--- config.mk ---
export PLATFORM = sky130hd
export DESIGN_NAME = mms_dac_encoder
export DESIGN_NICKNAME = d
export VERILOG_FILES = /design/src/rtl/mms_dac_pkg.sv /design/src/rtl/mms_dac_sync.sv /design/src/rtl/mms_dac_lfsr.sv /design/src/rtl/mms_dac_requant.sv /design/src/rtl/mms_dac_split.sv /design/src/rtl/mms_dac_pair.sv /design/src/rtl/mms_dac_encoder.sv
export SDC_FILE = /design/constraint.sdc
export NUM_CORES = 1
export LEC_CHECK = 0
export BUFFER_PORTS_ARGS = -buffer_cell sky130_fd_sc_hd__buf_4
export CORE_AREA = 2 2 93 95
export CTS_CLUSTER_DIAMETER = 30
export DETAILED_ROUTE_END_ITERATION = 7
export DIE_AREA = 0 0 95 97
export HOLD_SLACK_MARGIN = 0.08
export PLACE_DENSITY = 0.8
export SETUP_SLACK_MARGIN = 0.5
export SLEW_MARGIN = 20
export SYNTH_ARGS = -nofsm -noshare
export SYNTH_HDL_FRONTEND = slang
export SYNTH_SLANG_ARGS = --single-unit
export TNS_END_PERCENT = 30
--- constraint.sdc ---
create_clock -name clk -period 10.67 [get_ports clk]
set_input_delay 0.5335 -clock clk [delete_from_list [all_inputs] [get_ports clk]]
set_output_delay 0.5335 -clock clk [all_outputs]
set_load 0.01 [all_outputs]
--- src/rtl/mms_dac_pkg.sv ---
// Shared types for the mismatch-shaping DAC encoder.
// Assumes the mode input is two bits wide with the encoding below.
package mms_dac_pkg;
    typedef enum logic [1:0] {
        MODE_STATIC = 2'd0,
        MODE_SHAPE  = 2'd1,
        MODE_RANDOM = 2'd2,
        MODE_DITHER = 2'd3
    } enc_mode_e;

    // True for the modes that alternate the elements of a pair.
    function automatic logic is_shaping(input enc_mode_e m);
        return (m == MODE_SHAPE) || (m == MODE_DITHER);
    endfunction
endpackage

--- src/rtl/mms_dac_sync.sv ---
// Two-flop synchronizer for a bus of asynchronous inputs.
// Assumes each bit may be sampled independently (quasi-static inputs).
module mms_dac_sync #(
    parameter int W = 10
) (
    input  logic         clk,
    input  logic         rst_n,
    input  logic [W-1:0] d_async,
    output logic [W-1:0] d_sync
);
    logic [W-1:0] stage1;

    // Two register stages, both cleared by reset.
    always_ff @(posedge clk) begin
        if (!rst_n) begin
            stage1 <= '0;
            d_sync <= '0;
        end else begin
            stage1 <= d_async;
            d_sync <= stage1;
        end
    end
endmodule

--- src/rtl/mms_dac_lfsr.sv ---
// Free-running Galois LFSR that supplies the random element choices and the dither bit.
// Assumes a nonzero seed and a tap mask that gives a long sequence.
module mms_dac_lfsr #(
    parameter int          W     = 16,
    parameter int          NOUT  = 4,
    parameter logic [W-1:0] TAPS = 16'hB400,
    parameter logic [W-1:0] SEED = 16'hACE1
) (
    input  logic            clk,
    input  logic            rst_n,
    output logic [NOUT-1:0] rnd_bits,
    output logic            dither_bit
);
    logic [W-1:0] q;

    // Shift right and apply the taps when the bit leaving the register is set.
    always_ff @(posedge clk) begin
        if (!rst_n) q <= SEED;
        else        q <= {1'b0, q[W-1:1]} ^ (q[0] ? TAPS : '0);
    end

    assign rnd_bits   = q[NOUT-1:0];
    assign dither_bit = q[W-1];
endmodule

--- src/rtl/mms_dac_requant.sv ---
// First-order error-feedback requantizer: maps an IN_W-bit code to a level 0..LMAX.
// Over time the level averages code*LMAX/2^IN_W; the residual is carried to the next cycle.
module mms_dac_requant #(
    parameter int IN_W  = 8,
    parameter int LMAX  = 30,
    parameter int LVL_W = 5
) (
    input  logic             clk,
    input  logic             rst_n,
    input  logic [IN_W-1:0]  code,
    input  logic             dither,
    output logic [LVL_W-1:0] level
);
    localparam int PROD_W = IN_W + LVL_W + 1;

    logic [IN_W-1:0]   err_q;
    logic [PROD_W-1:0] total;

    // Scaled code plus carried residual plus optional dither.
    always_comb begin
        total = PROD_W'(code) * PROD_W'(LMAX) + PROD_W'(err_q) + PROD_W'(dither);
        level = total[IN_W +: LVL_W];
    end

    // Keep the fractional part as the next cycle's residual.
    always_ff @(posedge clk) begin
        if (!rst_n) err_q <= '0;
        else        err_q <= total[IN_W-1:0];
    end
endmodule

--- src/rtl/mms_dac_split.sv ---
// Top-down split of a level across NSEG pairs of binary weight 2^s.
// Assumes the level does not exceed 2*(2^NSEG-1), so every pair count is 0, 1 or 2.
module mms_dac_split #(
    parameter int NSEG  = 4,
    parameter int LVL_W = 5
) (
    input  logic [LVL_W-1:0]     level,
    output logic [NSEG-1:0][1:0] seg_cnt
);
    // Greedy assignment from the heaviest pair down.
    always_comb begin
        int rem;
        rem = int'(level);
        for (int s = NSEG - 1; s >= 0; s--) begin
            if (rem >= (2 << s)) begin
                seg_cnt[s] = 2'd2;
                rem        = rem - (2 << s);
            end else if (rem >= (1 << s)) begin
                seg_cnt[s] = 2'd1;
                rem        = rem - (1 << s);
            end else begin
                seg_cnt[s] = 2'd0;
            end
        end
    end
endmodule

--- src/rtl/mms_dac_pair.sv ---
// Element selector for one pair of equal-weight elements.
// Holds the one-bit alternation state; drv[0] is the lower element, drv[1] the upper.
module mms_dac_pair
    import mms_dac_pkg::*;
(
    input  logic       clk,
    input  logic       rst_n,
    input  logic [1:0] cnt,
    input  enc_mode_e  mode,
    input  logic       rnd,
    output logic [1:0] drv
);
    logic alt_q;
    logic pick_upper;

    // Choose the element used for a single unit.
    always_comb begin
        case (mode)
            MODE_STATIC: pick_upper = 1'b0;
            MODE_RANDOM: pick_upper = rnd;
            default:     pick_upper = alt_q;
        endcase
        case (cnt)
            2'd2:    drv = 2'b11;
            2'd1:    drv = pick_upper ? 2'b10 : 2'b01;
            default: drv = 2'b00;
        endcase
    end

    // Toggle the alternation state after each single-unit cycle in a shaping mode.
    always_ff @(posedge clk) begin
        if (!rst_n)                                alt_q <= 1'b0;
        else if (is_shaping(mode) && cnt == 2'd1)  alt_q <= ~alt_q;
    end
endmodule

--- src/rtl/mms_dac_encoder.sv ---
// Segmented mismatch-shaping DAC encoder (top).
// Synchronizes code and mode, requantizes, splits across pairs and registers the element drives.
module mms_dac_encoder
    import mms_dac_pkg::*;
#(
    parameter int IN_W   = 8,
    parameter int NSEG   = 4,
    parameter int LFSR_W = 16
) (
    input  logic              clk,
    input  logic              rst_n,
    input  logic [IN_W-1:0]   dac_code,
    input  logic [1:0]        mode_sel,
    output logic [2*NSEG-1:0] elem_drive
);
    localparam int LMAX  = 2 * ((1 << NSEG) - 1);
    localparam int LVL_W = $clog2(LMAX + 1);

    logic [IN_W+1:0]       sync_q;
    logic [IN_W-1:0]       code_s;
    enc_mode_e             mode_s;
    logic [NSEG-1:0]       rnd_bits;
    logic                  dither_raw;
    logic [LVL_W-1:0]      level;
    logic [NSEG-1:0][1:0]  seg_cnt;
    logic [2*NSEG-1:0]     drv_next;

    mms_dac_sync #(.W(IN_W + 2)) u_sync (
        .clk(clk), .rst_n(rst_n),
        .d_async({mode_sel, dac_code}), .d_sync(sync_q)
    );

    // Unpack the synchronized bus.
    assign code_s = sync_q[IN_W-1:0];
    assign mode_s = enc_mode_e'(sync_q[IN_W +: 2]);

    mms_dac_lfsr #(.W(LFSR_W), .NOUT(NSEG)) u_lfsr (
        .clk(clk), .rst_n(rst_n), .rnd_bits(rnd_bits), .dither_bit(dither_raw)
    );

    mms_dac_requant #(.IN_W(IN_W), .LMAX(LMAX), .LVL_W(LVL_W)) u_rq (
        .clk(clk), .rst_n(rst_n), .code(code_s),
        .dither(dither_raw && (mode_s == MODE_DITHER)), .level(level)
    );

    mms_dac_split #(.NSEG(NSEG), .LVL_W(LVL_W)) u_split (
        .level(level), .seg_cnt(seg_cnt)
    );

    for (genvar s = 0; s < NSEG; s++) begin : g_pair
        mms_dac_pair u_pair (
            .clk(clk), .rst_n(rst_n), .cnt(seg_cnt[s]), .mode(mode_s),
            .rnd(rnd_bits[s]), .drv(drv_next[2*s +: 2])
        );
    end

    // Output register for the element drives.
    always_ff @(posedge clk) begin
        if (!rst_n) elem_drive <= '0;
        else        elem_drive <= drv_next;
    end
endmodule

# Word level (Yosys, flattened, before mapping)
# Cells that the tools add are included.
# totals
regBits	56
word_cells	76
in_bits	12
# classes
n_addsub	8
n_mul	1
bitwise_logic	5
magnitude_cmp	8
mux	27
n_eq_ne	11
reduce_logical	7
# ops
operator	n
32-bit two-way mux	6
32-bit by 3-bit greater-or-equal comparator with 1-bit output (second input constant)	2
32-bit by 4-bit greater-or-equal comparator with 1-bit output (second input constant)	2
32-bit by 4-bit subtractor with 32-bit output (second input constant)	2
32-bit by 2-bit greater-or-equal comparator with 1-bit output (second input constant)	1
32-bit by 5-bit greater-or-equal comparator with 1-bit output (second input constant)	1
32-bit by 3-bit subtractor with 32-bit output (second input constant)	1
32-bit by 5-bit subtractor with 32-bit output (second input constant)	1
16-bit two-way mux	1
2-bit two-way mux	8
2-bit case mux with 2 select lines	4
15-bit by 16-bit bitwise XOR with 16-bit output	1
13-bit by 1-bit adder with 13-bit output	1
13-bit by 8-bit adder with 13-bit output	1
2-bit == test (second input constant)	6
8-bit by 4-bit multiplier with 12-bit output (second input constant)	1
2-bit by 1-bit == test with 1-bit output (second input constant)	5
1-bit case mux with 2 select lines	4
5-bit by 4-bit subtractor with 6-bit output (second input constant)	1
5-bit by 5-bit subtractor with 6-bit output (second input constant)	1
5-bit by 4-bit greater-or-equal comparator with 1-bit output (second input constant)	1
5-bit greater-or-equal comparator (second input constant)	1
1-bit logical AND	5
1-bit two-way mux	4
3 further kinds	6

# Depth between registers and ports, before layout
# Gate-level depths: netlist of run 1.
# logic_depth
ltp_word	17
ltp_mapped	44
depth_no_buf	41

# By module
# From an unflattened synthesis of run 1, not the netlist that was laid out.
# hier_totals
cells_unflattened	515
area_unflattened_um2	4729.5
# modules_own_cells
mod	area_per_inst_um2	n_inst	cells_per_inst	seq_area_each_um2
mms_dac_split	1455.1	1	193	0.0
mms_dac_requant	1447.6	1	159	160.2
mms_dac_pair	141.4	4	16	20.0
mms_dac_sync	561.8	1	42	400.4
mms_dac_lfsr	483.0	1	40	320.3
mms_dac_encoder	216.5	1	17	160.2

# Worst setup path after synthesis of run 1
# OpenSTA, ideal clock, no wires.
# synth_timing
path_type	reg2reg
from	reg u_sync.d_sync[3]
to	reg g_pair[0].u_pair.alt_q
synth_period_minus_slack_ns	9.315
path_stages_with_launch	42
setup_slack_ns	1.355
t_arrival_ns	9.244
required_ns	10.598
path_cell_list	dfxtp_1 > inv_1 > fa_1 > fa_1 > inv_1 > ha_1 > a21oi_1 > nor2b_1 > nor2_1 > xnor2_1 > ha_1 > o21ai_0 > nor2_1 > o2bb2ai_1 > or4_1 > buf_2 > xnor2_1 > inv_1 > [... 6 more ...] > ha_1 > clkbuf_1 > o311ai_1 > nand2_1 > clkbuf_1 > nor2_1 > a221o_1 > ha_1 > inv_1 > o41ai_1 > a41o_1 > nand3_1 > a32oi_1 > o311ai_0 > a221o_1 > nor4_2 > and3_1 > mux2i_1
# synth_between
elab_chain_len	17
# synth_rtl
element	line	rtl
start, declared	mms_dac_sync.sv:9	output logic [W-1:0] d_sync
start signal, assigned	mms_dac_sync.sv:20	d_sync <= stage1;
8-bit by 4-bit multiplier with 12-bit output (*)	mms_dac_requant.sv:21	total = PROD_W'(code) * PROD_W'(LMAX) + PROD_W'(err_q) + PROD_W'(dither);
13-bit by 8-bit adder with 13-bit output (*)	mms_dac_requant.sv:21	
13-bit by 1-bit adder with 13-bit output (*)	mms_dac_requant.sv:21	
5-bit by 4-bit subtractor with 6-bit output or 5-bit by 4-bit greater-or-equal comparator with 1-bit output (tied branches)	mms_dac_split.sv:20, mms_dac_split.sv:18	
32-bit two-way mux	mms_dac_split.sv:18	end else if (rem >= (1 << s)) begin
32-bit two-way mux (*)	mms_dac_split.sv:15	if (rem >= (2 << s)) begin
32-bit by 4-bit subtractor with 32-bit output or 32-bit by 4-bit greater-or-equal comparator with 1-bit output (tied branches)	mms_dac_split.sv:20, mms_dac_split.sv:18	
32-bit two-way mux	mms_dac_split.sv:18	
32-bit two-way mux (*)	mms_dac_split.sv:15	
32-bit by 3-bit subtractor with 32-bit output or 32-bit by 3-bit greater-or-equal comparator with 1-bit output (tied branches)	mms_dac_split.sv:20, mms_dac_split.sv:18	
32-bit two-way mux	mms_dac_split.sv:18	
32-bit two-way mux (*)	mms_dac_split.sv:15	
32-bit by 2-bit greater-or-equal comparator with 1-bit output	mms_dac_split.sv:18	
1-bit two-way mux	mms_dac_split.sv:18	
2-bit two-way mux (*)	mms_dac_split.sv:15	
2-bit by 1-bit == test with 1-bit output (*)	mms_dac_pair.sv:33	else if (is_shaping(mode) && cnt == 2'd1) alt_q <= ~alt_q;
1-bit logical AND (*)	mms_dac_pair.sv:33	
end signal, assigned	mms_dac_pair.sv:33	
end, declared	mms_dac_pair.sv:13	logic alt_q;
# Mark *: on every way between the ends. The rest lies on a longest branch, timed or not.
# A chain may end at the register's enable or synchronous reset.

# Final worst setup path of run 1
# Same ends and word-level chain as after synthesis.

==> impl_metrics.yaml, run 1 <==
global_routing:
  grt_pass1_wl_um: 16200
  grt.total_usage: 0.218
  grt_pass1_vias: 3562
  grt_max_degree: 41
  antenna_found_initial: 0
  grt-ovfl-total: 0
logic_synthesis:
  avgSynthCellArea_um2: 8.86
  yosysWarnings: 0
  ys_seq_area_frac: 0.257
  ys.flop_type: "dfxtp_1"
  synth.net_count: 563
  netlist.area_leader.share: 0.257
  post-synth-top-area-cell: "dfxtp_1"
  postSynth.asyncResetShare: 0
  syn-cell-area_um2: 4370
  synth_most_common_cell: "dfxtp_1"
  yosys-top-cells-count: "dfxtp_1, ha_1, and2_1"
  synth_area_leaders: "dfxtp_1, ha_1, fa_1"
  synth_edf_count: 0
  ys_types: 77
  netlist_instances: 493
  ys_ff_latch: 56
worst_setup_path:
  required_ns: 10.89
  slowest_stage: "or4_4"
  critical_path.max_stage_delay_ns: 0.60
  startpoint_type: "flip-flop"
  crit_path_end_kind: "flip-flop"
  criticalPathCategory: "flip-flop to flip-flop"
  reg2reg_depth: 41
  crit_arrival_ns: 9.96
  cp_common_cell: "ha_1"
  critPathMaxFanout: 11
placement:
  gp_congestion: 0.919
  dp.cells: 605
  dp_worst_setup_slack_ns: 0.139
  port_buffers: 19
  dp_hpwl_um: 7570
cells_and_area:
  antenna_cells: 0
  areaGrowthSynthToFinish_pct: 12.2
  fin_nets: 590
  fin_cells: 626
  drive_above_1_share: 0.157
  multi_input_area_um2: 3170
  layout.area.seq_um2: 1120
  num-fill-cells: 696
timing:
  tightestPinTransition_ns: 0.660
  tns_ns: 0
  fmax_mhz: 103
  setup_viol: 0
  drv_slew: 0
  slew_headroom: 0.555
  fin_crit_sh: 0.913
  hold_violations: 0
  fin_worst_skew_ns: 0.0148
  setup_ws_ns: 0.929
  fin_crit_ns: 9.74
  rsz0062_at_grt: "false"
clock_tree:
  cts_tree: "done"
  cts_root_buffer: "clkbuf_8"
  insertion_delay_ns: 0.32
  clk_path_buf_depth: 2
  cts.htree.levels: 2
  numCtsBuffers: 5
  cts_hold_buffers: 0
  clock_sinks: 56
  cts.reportedPaths.clkPinSlew_ns: 0.12
floorplan:
  io_pins: 20
  core_um2: 8130
  initial_core_util: 0.537
  fp-row-count: 33
  die_area_um2: 9220
  dieWidth_um: 95
  die_h_um: 97
worst_hold_path:
  hold_path_class: "input port to flip-flop"
  whs_path_depth: 2
routing:
  wl_per_cell_um: 16.2
  vias: 3704
  maxUsedRoutingLayer: "met4"
  drc: 0
  wl_met2_um: 4850
  route.met3.wl_um: 515
  wl_met1_um: 4520
  viasPerCell: 5.92
  first_iter_violations: 207
  first_pass_iters: 5
  drt_wl_total_um: 10100
  final_antenna_net_count: 0
run:
  cap_violations: 0
status:
  status: "finished, final reports clean"
pwr:
  p_per_area_nw_per_um2: 193
  ir_worst_vdd_mv: 0.0843
  p_leak_uw: 0.00217
cells by family after synthesis:
family          after synthesis  share of synthesized area
simple gates                172                      0.220
compound gates              132                      0.232
fa+ha+maj                    58                      0.190
flops                        56                      0.257
buf+inv                      47                     0.0415
xor+xnor                     23                     0.0478
mux                           5                     0.0120
metrics by stage:
step	total power (uW)	utilization	hold WS [ns]	cell area (um2)
floorplan	646	-	0.386	4370
global placement	752	0.565	0.388	4600
detailed placement	758	0.565	0.403	4600
CTS	896	0.582	0.406	4730
global route	1020	0.603	0.406	4900
finish	949	0.603	0.408	4900
critical path: cells and delay by family (launching register included):
| kind | cells | cell delay (ns) |
|---|---|---|
| compound gates | 13 | 2.78 |
| xor+xnor | 2 | 0.39 |
| fa+ha+maj | 8 | 2.75 |
| buf+inv | 4 | 0.36 |
| flops | 1 | 0.43 |
| mux | 1 | 0.11 |
| simple gates | 13 | 2.82 |
cells in the final DEF, fill, tap and decap left out, types with 4 or more instances in the layout:
master    Yosys  final
nor3_1        8      8
and2_1       35     35
nand2_1      29     27
o211ai_1      6      6
a211oi_1      5      4
a21oi_1      31     28
nand3_1      10     10
inv_1        32     31
xor2_1        8      8
nand2b_1     11     11
or3_1         4      4
nor2b_1      11     11
ha_1         44     42
o21a_1        5      5
dfxtp_1      56     56
and3_1        5      5
a21oi_2       1      4
buf_4         1     33
nor2_1       32     32
clkbuf_8      0      5
fa_1         14     14
xnor2_1      14     12
o21ai_0      17     17
a21o_1       12     12
a22oi_1       4      4
power breakdown:
group / total, uW / switching (uW) / leakage (uW) / internal, uW
sequential: 244 / 9.86 / 0.000463 / 234
combinational: 576 / 330 / 0.00166 / 246
clock: 129 / 79.8 / 0.0000515 / 49.6
final cells by class:
class / count / share of cell area
clock buffers: 5 / 0.0140
clock inverters: 3 / 0.00689
inverters: 34 / 0.0260
multi-input cells: 390 / 0.647
flip-flops and latches: 56 / 0.229
well taps: 105 / 0.0268
repair buffers: 33 / 0.0505
worst paths after layout:
| check | endpoint | slack [ns] | startpoint |
|---|---|---|---|
| min | u_sync.stage1[6]$_SDFF_PN0_ | 0.41 | dac_code[6] |
| max reg2reg | g_pair[0].u_pair.alt_q$_SDFFE_PN0P_ | 0.93 | u_sync.d_sync[3]$_SDFF_PN0_ |
| max | g_pair[0].u_pair.alt_q$_SDFFE_PN0P_ | 0.93 | u_sync.d_sync[3]$_SDFF_PN0_ |
| min reg2reg | u_lfsr.q[5]$_SDFF_PN1_ | 0.42 | u_lfsr.q[6]$_SDFF_PN1_ |
registers in the layout (all words and copies together), names as in the netlist:
signal and flops:
g_pair.u_pair.alt_q 4, u_sync.stage1 10, elem_drive 8, u_rq.err_q 8, u_sync.d_sync 10, u_lfsr.q 16
per-layer routing:
metal | GRT usage | up-vias
li1 | - | 1819
met1 | 0.290 | 1738
met2 | 0.367 | 127
met3 | 0.0226 | 20
met4 | 0.0702 | 0
met5 | 0 | -
timing repair:
| item | CTS | global route |
|---|---|---|
| gates resized for setup | 5 | 15 |
| endpoints found under the hold margin | 0 | 0 |
| setup endpoints to repair | 3 | 4 |
| buffers inserted | 0 | 13 |
| gates cloned | 0 | 0 |
| pin swaps | 0 | 6 |
(Power assumes the default switching activity.)
==> run 2, diff against run 1 <==
--- a/config.mk
+++ b/config.mk
@@ -6,12 +6,12 @@
 export NUM_CORES = 1
 export LEC_CHECK = 0
 export BUFFER_PORTS_ARGS = -buffer_cell sky130_fd_sc_hd__buf_4
-export CORE_AREA = 2 2 93 95
+export CORE_AREA = 2 2 80 112
 export CTS_CLUSTER_DIAMETER = 30
 export DETAILED_ROUTE_END_ITERATION = 7
-export DIE_AREA = 0 0 95 97
+export DIE_AREA = 0 0 82 114
 export HOLD_SLACK_MARGIN = 0.08
-export PLACE_DENSITY = 0.8
+export PLACE_DENSITY = 0.79
 export SETUP_SLACK_MARGIN = 0.5
 export SLEW_MARGIN = 20
 export SYNTH_ARGS = -nofsm -noshare
==> constraint.sdc (replaced) <==
create_clock -name clk -period 10.67 [get_ports clk]
set_input_delay 0 -clock clk [delete_from_list [all_inputs] [get_ports clk]]
set_output_delay 0 -clock clk [all_outputs]
set_load 0.01 [all_outputs]
==> impl_metrics.yaml, run 2 (same netlist as run 1, synthesis figures left out) <==
status:
  status: "finished, final reports clean"
global_routing:
  grt_max_degree: 41
  grt-ovfl-total: 0
  grt_pass1_wl_um: 17400
  grt.total_usage: 0.234
  grt_pass1_vias: 3780
  antenna_found_initial: 0
placement:
  dp_worst_setup_slack_ns: -0.0144
  dp_hpwl_um: 7850
  dp.cells: 605
  port_buffers: 19
  gp_congestion: 0.956
timing:
  fmax_mhz: 105
  tns_ns: 0
  setup_ws_ns: 1.15
  fin_worst_skew_ns: 0.0111
  rsz0062_at_grt: "false"
  hold_violations: 0
  setup_viol: 0
  slew_headroom: 0.524
  tightestPinTransition_ns: 0.714
  fin_crit_ns: 9.52
  fin_crit_sh: 0.892
  drv_slew: 0
floorplan:
  core_um2: 8410
  dieWidth_um: 82
  die_h_um: 114
  io_pins: 20
  fp-row-count: 40
  initial_core_util: 0.520
  die_area_um2: 9350
worst_setup_path:
  regToRegSetupSlack_ns: 1.15
  startpoint_type: "flip-flop"
  reg2reg_depth: 40
  r2r_end: "g_pair[0].u_pair.alt_q$_SDFFE_PN0P_"
  critical_path.max_stage_delay_ns: 0.59
  slowest_stage: "or4_4"
  r2r_start: "u_sync.d_sync[3]$_SDFF_PN0_"
  crit_arrival_ns: 9.75
  required_ns: 10.91
  criticalPathCategory: "flip-flop to flip-flop"
  critPathMaxFanout: 11
  cp_common_cell: "ha_1"
  crit_path_end_kind: "flip-flop"
clock_tree:
  insertion_delay_ns: 0.30
  cts.reportedPaths.clkPinSlew_ns: 0.08
  clock_sinks: 56
  cts_root_buffer: "clkbuf_16"
  clk_path_buf_depth: 2
  cts_tree: "done"
  cts.htree.levels: 2
  numCtsBuffers: 5
cells_and_area:
  layout.area.seq_um2: 1120
  antenna_cells: 0
  final_cell_mix: "dfxtp_1, ha_1, and2_1"
  multi_input_area_um2: 3170
  largest_register_ffs: 16
  regMostFlops: "u_lfsr.q"
  drive_above_1_share: 0.143
  largestRegisters: "u_lfsr.q: 16 flops, u_sync.d_sync: 10 flops, u_sync.stage1: 10 flops"
  fin_nets: 595
  num-fill-cells: 741
  fin_cells: 631
  final_common_cell: "dfxtp_1"
  areaGrowthSynthToFinish_pct: 14.9
worst_hold_path:
  whs_path_depth: 1
  min_from: "u_lfsr.q[8]$_SDFF_PN0_"
  hold_path_class: "flip-flop to flip-flop"
  min_to: "u_lfsr.q[7]$_SDFF_PN1_"
routing:
  drc: 0
  final_antenna_net_count: 0
  viasPerCell: 5.91
  first_iter_violations: 192
  first_pass_iters: 4
  wl_per_cell_um: 16.5
  drt_wl_total_um: 10400
  vias: 3727
pwr:
  p_per_area_nw_per_um2: 196
  ir_worst_vdd_mv: 0.127
  p_leak_uw: 0.00221
  p_total_uw: 984
run:
  cap_violations: 0
[run 2: metal layers]
layer | part of all wire | vias to the layer above | global-route usage
met1 | 0.42 | 1762 | 0.273
met3 | 0.023 | 44 | 0.0198
met2 | 0.51 | 91 | 0.417
met5 | 0 | - | 0
li1 | - | 1830 | -
met4 | 0.048 | 0 | 0.113
[run 2: cell type report]
| cell class | instances | area share |
|---|---|---|
| inverters | 34 | 0.0254 |
| clock inverters | 3 | 0.00673 |
| repair buffers | 38 | 0.0623 |
| clock buffers | 5 | 0.0249 |
| flip-flops and latches | 56 | 0.223 |
| well taps | 105 | 0.0262 |
| multi-input cells | 390 | 0.631 |
[run 2: timing repair]
action	4_1_cts	5_1_grt
cloned	0	0
pin swaps	1	4
setup endpoints to repair	3	5
gates resized for setup	4	16
buffers inserted	1	6
hold endpoints to repair	18	0
hold buffers	11	0
[run 2: worst max-delay path, delay by kind of cell (launching register included)]
kind / cells / cell delay, ns
compound gates: 12 / 2.80
xor+xnor: 2 / 0.34
fa+ha+maj: 8 / 2.72
buf+inv: 5 / 0.51
flops: 1 / 0.41
mux: 1 / 0.17
simple gates: 12 / 2.49
[run 2: worst max-delay path by stage]
stage	startpoint	endpoint	depth (start not counted)
2_1_floorplan	u_sync.d_sync[3]$_SDFF_PN0_	g_pair[0].u_pair.alt_q$_SDFFE_PN0P_	41
3_3_place_gp	u_sync.d_sync[3]$_SDFF_PN0_	g_pair[0].u_pair.alt_q$_SDFFE_PN0P_	37
4_1_cts	u_sync.d_sync[3]$_SDFF_PN0_	g_pair[0].u_pair.alt_q$_SDFFE_PN0P_	40
6_report	u_sync.d_sync[3]$_SDFF_PN0_	g_pair[0].u_pair.alt_q$_SDFFE_PN0P_	40
3_5_place_dp	u_sync.d_sync[3]$_SDFF_PN0_	g_pair[0].u_pair.alt_q$_SDFFE_PN0P_	38
5_1_grt	u_sync.d_sync[3]$_SDFF_PN0_	g_pair[0].u_pair.alt_q$_SDFFE_PN0P_	39
[run 2: power by group]
| group | leakage (uW) | switching [uW] | total, uW | internal, uW |
|---|---|---|---|---|
| logic | 0.00167 | 331 | 566 | 234 |
| clock network | 0.0000772 | 84.7 | 175 | 90.5 |
| registers | 0.000463 | 9.52 | 243 | 234 |
| total | 0.00221 | 426 | 984 | 558 |
[run 2: through the flow]
stage	util	hold WS, ns	instance area [um2]
after CTS	0.584	0.413	4910
after floorplan	-	0.127	4370
after global placement	0.547	0.208	4600
after global routing	0.597	0.426	5020
after detailed placement	0.547	0.213	4600
final	0.597	0.410	5020
==> run 3, diff against run 2 <==
==> constraint.sdc (replaced) <==
create_clock -name clk -period 11.96 [get_ports clk]
set_input_delay 0 -clock clk [delete_from_list [all_inputs] [get_ports clk]]
set_output_delay 0 -clock clk [all_outputs]
set_load 0.01 [all_outputs]
==> impl_metrics.yaml, run 3 (same netlist as run 1, synthesis figures left out) <==
placement:
  dp_hpwl_um: 7570
  port_buffers: 19
  gp_congestion: 0.941
cells_and_area:
  final_cell_mix: "dfxtp_1, ha_1, and2_1"
  fin_nets: 587
  largest_register_ffs: 16
  finish.utilization: 0.581
  regMostFlops: "u_lfsr.q"
  antenna_cells: 0
  final_common_cell: "dfxtp_1"
  areaGrowthSynthToFinish_pct: 11.7
  largestRegisters: "u_lfsr.q: 16 flops, u_sync.d_sync: 10 flops, u_sync.stage1: 10 flops"
  drive_above_1_share: 0.106
  num-fill-cells: 734
worst_setup_path:
  crit_path_end_kind: "flip-flop"
  required_ns: 12.19
  criticalPathCategory: "flip-flop to flip-flop"
  critical_path.max_stage_delay_ns: 0.59
  crit_arrival_ns: 10.58
  startpoint_type: "flip-flop"
  slowest_stage: "or4_4"
  regToRegSetupSlack_ns: 1.61
  critPathMaxFanout: 11
  cp_common_cell: "ha_1"
pwr:
  ir_worst_vdd_mv: 0.137
  p_per_area_nw_per_um2: 173
  p_leak_uw: 0.00217
  p_total_uw: 845
routing:
  maxUsedRoutingLayer: "met4"
  viasPerCell: 5.89
  wl_met1_um: 4120
  wl_per_cell_um: 15.7
  route.met3.wl_um: 226
  wl_met2_um: 5020
  vias: 3669
  first_pass_iters: 4
  drc: 0
  final_antenna_net_count: 0
  drt_wl_total_um: 9790
  first_iter_violations: 208
clock_tree:
  post-cts-setup-buffer-count: 0
  numCtsBuffers: 5
  clock_sinks: 56
  cts_root_buffer: "clkbuf_16"
  insertion_delay_ns: 0.30
  cts_tree: "done"
  cts.reportedPaths.clkPinSlew_ns: 0.08
  cts.htree.levels: 2
  clk_path_buf_depth: 2
worst_hold_path:
  hold_path_class: "flip-flop to flip-flop"
global_routing:
  antenna_found_initial: 0
  grt_max_degree: 41
  grt_pass1_vias: 3765
  grt_pass1_wl_um: 16800
  grt-ovfl-total: 0
  grt.total_usage: 0.226
floorplan:
  initial_core_util: 0.520
  die_area_um2: 9350
  io_pins: 20
  die_h_um: 114
  fp-row-count: 40
  core_um2: 8410
  dieWidth_um: 82
timing:
  drv_slew: 0
  fin_crit_sh: 0.865
  slew_headroom: 0.533
  holdWs_ns: 0.421
  tns_ns: 0
  fin_worst_skew_ns: 0.0137
  fmax_mhz: 96.6
  hold_violations: 0
  rsz0062_at_grt: "false"
  tightestPinTransition_ns: 0.696
  fin_crit_ns: 10.35
  setup_viol: 0
status:
  status: "finished, final reports clean"
run:
  cap_violations: 0
run 3: cell count changes in the layout (fill, tap and decap cells not counted), moves of 2 or more:
cell / change
buf_4: -8
a21oi_1: +2
a21oi_2: -2
nand2_1: +2
run 3: repair_timing:
item / in CTS / in global routing
gates resized for setup: 0 / 3
hold endpoints to repair: 18 / 0
endpoints found under the setup margin: 0 / 3
hold buffers: 11 / 0
run 3: stage by stage:
step / cell area, um2 / worst slack, ns / cells
finish: 4880 / 1.61 / 623
global route: 4880 / 0.602 / 623
CTS: 4860 / 1.25 / 623
global placement: 4590 / 1.87 / 604
floorplan: 4370 / 2.64 / 493
detailed placement: 4590 / 1.28 / 604
run 3: worst paths after layout:
path                                    start                             endpoint  depth (start not counted)
setup / recovery  u_sync.d_sync[3]$_SDFF_PN0_  g_pair[0].u_pair.alt_q$_SDFFE_PN0P_                         39
hold / removal        u_lfsr.q[12]$_SDFF_PN0_              u_lfsr.q[11]$_SDFF_PN1_                          1
setup reg to reg  u_sync.d_sync[3]$_SDFF_PN0_  g_pair[0].u_pair.alt_q$_SDFFE_PN0P_                         39
hold reg to reg       u_lfsr.q[12]$_SDFF_PN0_              u_lfsr.q[11]$_SDFF_PN1_                          1
run 3: worst max-delay path: cells and delay by family, from the launching register on:
kind                     cells  cell delay (ns)
AO/OA/AOI/OAI               12             3.13
XOR/XNOR                     2             0.53
adder cells (fa/ha/maj)      8             2.89
buffers and inverters        4             0.40
flip-flops                   1             0.42
multiplexers                 1             0.17
AND/OR/NAND/NOR             12             2.74
run 3: per-layer routing:
metal  up-vias  track usage
li1       1819            -
met1      1741        0.262
met2        79        0.396
met3        30       0.0245
met4         0        0.121
met5         -            0
run 3: final cells by class:
type / count / area, um2 / area share
repair buffers: 30 / 253 / 0.0518
flip-flops and latches: 56 / 1120 / 0.230
well taps: 105 / 131 / 0.0269
clock buffers: 5 / 125 / 0.0256
multi-input cells: 390 / 3090 / 0.633
clock inverters: 3 / 33.8 / 0.00692
inverters: 34 / 128 / 0.0261
run 3: report_power, final:
group	internal (uW)	leakage, uW	switching, uW
clock	80.8	0.0000772	74.6
sequential	209	0.000463	8.76
combinational	192	0.00163	280
total	481	0.00217	364
